$ cat src/rtl/dual_mode_pkg.sv
package dual_mode_pkg;
  typedef struct packed {
    logic set_a;
    logic clr_a;
    logic set_b;
    logic clr_b;
  } mode_ctl_t;

  // Set/clear requests for both cells; a clear dominates inside the cell.
  function automatic mode_ctl_t mode_rules(input logic ca, input logic cb,
                                           input logic c, input logic a_prev,
                                           input logic b_now);
    mode_ctl_t r;
    logic over;
    over    = ~ca & ~cb & a_prev & c;
    r.set_a = ~cb & ca & (~b_now | ~c);
    r.clr_a = cb | over;
    r.set_b = cb | over;
    r.clr_b = ~cb & ca & ~c;
    return r;
  endfunction
endpackage

$ cat src/rtl/sr_cell.sv
module sr_cell #(
  parameter logic INIT = 1'b0
) (
  input  logic clk,
  input  logic rst,
  input  logic set_i,
  input  logic clr_i,
  output logic q
);
  always_ff @(posedge clk) begin
    if (rst)        q <= INIT;
    else if (clr_i) q <= 1'b0;
    else if (set_i) q <= 1'b1;
  end
endmodule

$ cat src/rtl/mode_monitor.sv
module mode_monitor (
  input  logic clk,
  input  logic rst,
  input  logic cmd_a,
  input  logic mode_a,
  input  logic mode_b,
  output logic flag_both,
  output logic flag_spurious
);
  logic seen_a;
  always_ff @(posedge clk) begin
    if (rst) begin
      seen_a        <= 1'b0;
      flag_both     <= 1'b0;
      flag_spurious <= 1'b0;
    end else begin
      seen_a        <= seen_a | cmd_a;
      flag_both     <= flag_both | (mode_a & mode_b);
      flag_spurious <= flag_spurious | (mode_a & ~seen_a);
    end
  end
endmodule

$ cat src/rtl/dual_mode_sel.sv
module dual_mode_sel (
  input  logic clk,
  input  logic rst,
  input  logic cmd_a,
  input  logic cmd_b,
  input  logic cond,
  output logic mode_a,
  output logic mode_b,
  output logic flag_both,
  output logic flag_spurious
);
  import dual_mode_pkg::*;

  mode_ctl_t ctl;
  logic      a_dly;

  // The registered A is the one-cycle-delayed value used by the changeover.
  assign a_dly = mode_a;
  assign ctl   = mode_rules(cmd_a, cmd_b, cond, a_dly, mode_b);

  sr_cell u_cell_a (.clk(clk), .rst(rst), .set_i(ctl.set_a), .clr_i(ctl.clr_a), .q(mode_a));
  sr_cell u_cell_b (.clk(clk), .rst(rst), .set_i(ctl.set_b), .clr_i(ctl.clr_b), .q(mode_b));

  mode_monitor u_mon (
    .clk(clk), .rst(rst), .cmd_a(cmd_a), .mode_a(mode_a), .mode_b(mode_b),
    .flag_both(flag_both), .flag_spurious(flag_spurious)
  );
endmodule


$ cat config.mk
export PLATFORM = sky130hd
export DESIGN_NAME = dual_mode_sel
export DESIGN_NICKNAME = d
export VERILOG_FILES = /design/src/rtl/dual_mode_pkg.sv /design/src/rtl/sr_cell.sv /design/src/rtl/mode_monitor.sv /design/src/rtl/dual_mode_sel.sv
export SDC_FILE = /design/constraint.sdc
export NUM_CORES = 1
export LEC_CHECK = 0
export CORE_AREA = 2 2 39 41
export DETAILED_ROUTE_END_ITERATION = 16
export DIE_AREA = 0 0 41 43
export PLACE_DENSITY_LB_ADDON = 0.1
export SETUP_SLACK_MARGIN = 0.1
export SLEW_MARGIN = 20
export SYNTH_ARGS = -nofsm -noshare
export SYNTH_HDL_FRONTEND = slang
export SYNTH_SLANG_ARGS = --single-unit
$ cat constraint.sdc
create_clock -name clk -period 1.3 [get_ports clk]
set_clock_uncertainty 0.2 [all_clocks]
set_input_delay 0.195 -clock clk [delete_from_list [all_inputs] [get_ports clk]]
set_output_delay 0.195 -clock clk [all_outputs]
set_load 0.01 [all_outputs]
Word level (Yosys, flattened, before mapping):

Cells that the tools add are included.
W data, S select, Z words.

* register bits: 5
* input port bits: 5
* output and inout port bits: 4
* logic and storage cells: 25

* bitwise logic cells: 18
* reduce and logical (&&, ||, !) cells: 2

Operators by type and width (number)
* $and A1 B1 Y1: 8
* $not A1 Y1: 5
* $or A1 B1 Y1: 5
* $reduce_or A2 Y1: 2

Depth between registers and ports, before layout:

* depth in word-level cells: 6
* depth in mapped cells: 2
* mapped depth without buffers: 2

Modules after synthesis:

Synthesis repeated with hierarchy kept, for this count alone.

* cells, all modules: 21
* area, all modules: 196.4 um^2

Modules (own cells, without submodules)
* mode_monitor: times used 1, cells each 10, area an instance 95.1 um^2, seq. area each 60.1 um^2
* sr_cell: times used 2, cells each 3, area an instance 33.8 um^2, seq. area each 20.0 um^2
* dual_mode_sel: times used 1, cells each 5, area an instance 33.8 um^2, seq. area each 0.0 um^2

Worst setup path before layout:

Ideal clock, no wire load.

* path kind: reg-to-reg
* start point: reg u_cell_b.q
* end point: reg u_cell_a.q
* setup time: 119 ps
* arrival: 694 ps
* required time: 981 ps
* path slack: 287 ps
* stages on the path, launching flop included: 3
* buffers on the path: 0
* period minus slack after synthesis: 1013 ps
* cell sequence: dfxtp_1 -> a21boi_1 -> o221a_2

* word-level cells in the longest chain between the ends: 3

Ends and longest elaborated chain
* start, declared: RTL line sr_cell.sv:8 `output logic q`
* start signal, assigned: RTL line sr_cell.sv:11 `if (rst) q <= INIT;`
* start signal, assigned: RTL line sr_cell.sv:12 `else if (clr_i) q <= 1'b0;`
* start signal, assigned: RTL line sr_cell.sv:13 `else if (set_i) q <= 1'b1;`
* $not A1 Y1: RTL line dual_mode_pkg.sv:16 `r.set_a = ~cb & ca & (~b_now | ~c);`
* $or A1 B1 Y1: RTL line dual_mode_pkg.sv:16
* $and A1 B1 Y1: RTL line dual_mode_pkg.sv:16
* end signal, assigned: RTL line sr_cell.sv:11
* end signal, assigned: RTL line sr_cell.sv:12
* end signal, assigned: RTL line sr_cell.sv:13
* end, declared: RTL line sr_cell.sv:8

Every way passes these cells.
A chain may end at the register's enable or synchronous reset.

Worst setup path in the final report:

* start point: in rst
* end point: reg u_cell_b.q

* word-level cells in the longest chain between the ends: 1

Ends and longest elaborated chain
* start, declared: RTL line dual_mode_sel.sv:3 `input logic rst,`
* $reduce_or A2 Y1 (no source line)

Every way passes these cells.

==> metrics.yaml <==
ioPinCount: 9
yosysMostFrequentCell: "dfxtp_1"
endpoint: "u_cell_b.q"
drt_pre_antenna_iters: 2
yosys_warnings: 0
final-seq-area_um2: 100
reg2reg_depth: 3
postCtsHoldBufs: 0
dr_wl_met2_um: 228
post_cts_buffers: 0
yosysTopAreaCell: "dfxtp_1"
multi_input_area_um2: 90.1
vdd_drop_max_mv: 0.269
drcViolationCount: 0
final_max_slew_viol_count: 0
cts_sinks: 5
port_buffers: 8
area_delta_synth_final_pct: 78.1
r2r_end: "u_cell_b.q"
finalCriticalPeriod_ns: 1.15
rr_startpoint: "u_cell_b.q"
avgRoutedWirePerCell_um: 8.72
drt-met1-wl_um: 187
r2r_slack_ns: 0.27
viasPerCell: 3.96
yosys-top-cells-area: "dfxtp_1 52%, nor2_1 7.7%, nand2b_1 6.5%, inv_1 5.8%, nand4bb_1 5.8%"
finalPower_mw: 0.407
path_clk_slew_ns: 0.05
cts_buffer_depth: 2
drive_gt1_frac: 0.368
setup_tns_ns: 0
fin_crit_sh: 0.886
grt_remaining_overflow: 0
die_h_um: 43
rsz0062_at_grt: "no"
cts-root-buf: "clkbuf_4"
fin_util: 0.250
row_count: 14
syn_avg_cell_area_um2: 9.24
maxCapViolCount: 0
crit_path_start: "rst"
cp-start-kind: "input port"
cts_inserted_buffers: 3
layout_setup_ws_ns: 0.149
tightest_slew_ns: 0.219
cts_tree: "built"
critPathArrivalTime_ns: 1.06
grt_pass1_wl_um: 834
whs_ns: 0.245
die_w_um: 41
core-area_mm2: 0.00138
relSlewSlack: 0.854
drt-total-wl_um: 471
hpwl_um: 345
htreeDepth: 1
ctsResizeCount: 10
final_nets: 44
synthFlopType: "dfxtp_1"
syn_area_um2: 194
synth-edff-count: 0
final_area_um2: 345
wl_met3_um: 48
crit_path_end_kind: "flip-flop"
synth_fp_nets: 26
instances_no_fill: 54
hold_viol_final: 0
vias: 214
top_layer: "met4"
start_util: 0.140
p_leak_nw: 0.154
hp-class: "reg -> reg"
place_ws_ns: -0.0748
dpl_cell_area_um2: 332
grt_max_degree: 7
synthTopCellsByCount: "5 x dfxtp_1, 4 x nor2_1, 3 x inv_1"
die-area_mm2: 0.00176
dp.cells: 50
setup_viol: 0
async_flop_share: 0
drtIter0Drc: 1
grt_pass1_vias: 226
required_ns: 1.21
antenna_found_initial: 0
worstSkewPairLatency_ns: 0.24
synth_cell_types: 10
ys_ff_latch: 5
gr-usage-all-layers: 0.0732
globalplace.congestion: 0.643
path_class: "in -> reg"
yosys.area.top_type_share: 0.516
diodes: 0
power_density_mw_per_mm2: 1180
detail-route-antenna-nets: 0
worst-path-max-fanout: 6
status: "finished, final reports clean"
fillCellCount: 163
max_freq_ghz: 0.869
ys_seq_area_frac: 0.516
synth_cells: 21
==> metal layers <==
layer,vias up,track usage
met2,8,0.0906
li1,105,-
met3,2,0.0471
met1,99,0.0769
met5,-,0
met4,0,0.0733
==> how the worst min path moves through the flow <==
stage	start	endpoint	slack (ns)	cells past startpoint
floorplan	rst	u_mon.flag_spurious	0.06	1
global placement	u_mon.flag_spurious	u_mon.flag_spurious	0.23	2
detailed placement	u_mon.flag_spurious	u_mon.flag_spurious	0.25	2
CTS	u_mon.flag_spurious	u_mon.flag_spurious	0.26	2
global route	u_mon.flag_spurious	u_mon.flag_spurious	0.28	2
finish	u_mon.flag_spurious	u_mon.flag_spurious	0.24	2
==> cells in the final DEF, fill, tap and decap left out <==
| cell type | Yosys | final |
|---|---|---|
| clkbuf_2 | 0 | 2 |
| clkbuf_4 | 0 | 3 |
| a21boi_1 | 1 | 1 |
| clkdlybuf4s50_1 | 0 | 4 |
| clkbuf_1 | 0 | 1 |
| buf_2 | 0 | 2 |
| o311ai_2 | 0 | 1 |
| a21oi_1 | 2 | 2 |
| dfxtp_1 | 5 | 5 |
| nor2_1 | 4 | 4 |
| inv_1 | 3 | 3 |
| buf_4 | 0 | 5 |
| o221a_2 | 1 | 1 |
| nand4bb_1 | 1 | 1 |
| nor2b_1 | 1 | 1 |
| nand2b_1 | 2 | 2 |
==> cell families (layout without fill, tap and decap cells) <==
| kind of cell | count (synthesis) | in the layout | synth area share |
|---|---|---|---|
| buffers and inverters | 3 | 20 | 0.0581 |
| AO/OA/AOI/OAI | 5 | 5 | 0.194 |
| flip-flops | 5 | 5 | 0.516 |
| AND/OR/NAND/NOR | 8 | 8 | 0.232 |
==> final cells by class <==
cell class,count,area share
flip-flops and latches,5,0.290
repair buffers,13,0.283
multi-input cells,13,0.261
clock buffers,4,0.0761
well taps,16,0.0580
inverters,3,0.0326
==> power by group <==
part | leakage (nW) | total (mW) | switching [mW] | internal, mW
registers | 0.0412 | 0.166 | 0.00368 | 0.163
logic | 0.0982 | 0.0618 | 0.0251 | 0.0368
clock network | 0.0150 | 0.179 | 0.0631 | 0.116
total | 0.154 | 0.407 | 0.0918 | 0.315
==> critical path: stages <==
cell and delay (ns):
clkdlybuf4s50_1 0.58, nand4bb_1 0.18, o311ai_2 0.11
==> registers in the layout (all words and copies together) (netlist names) <==
| register | cells |
|---|---|
| u_mon.seen_a | 1 |
| u_mon.flag_spurious | 1 |
| u_cell_b.q | 1 |
| u_mon.flag_both | 1 |
| u_cell_a.q | 1 |
No activity file was read; power rests on OpenSTA's default activity.
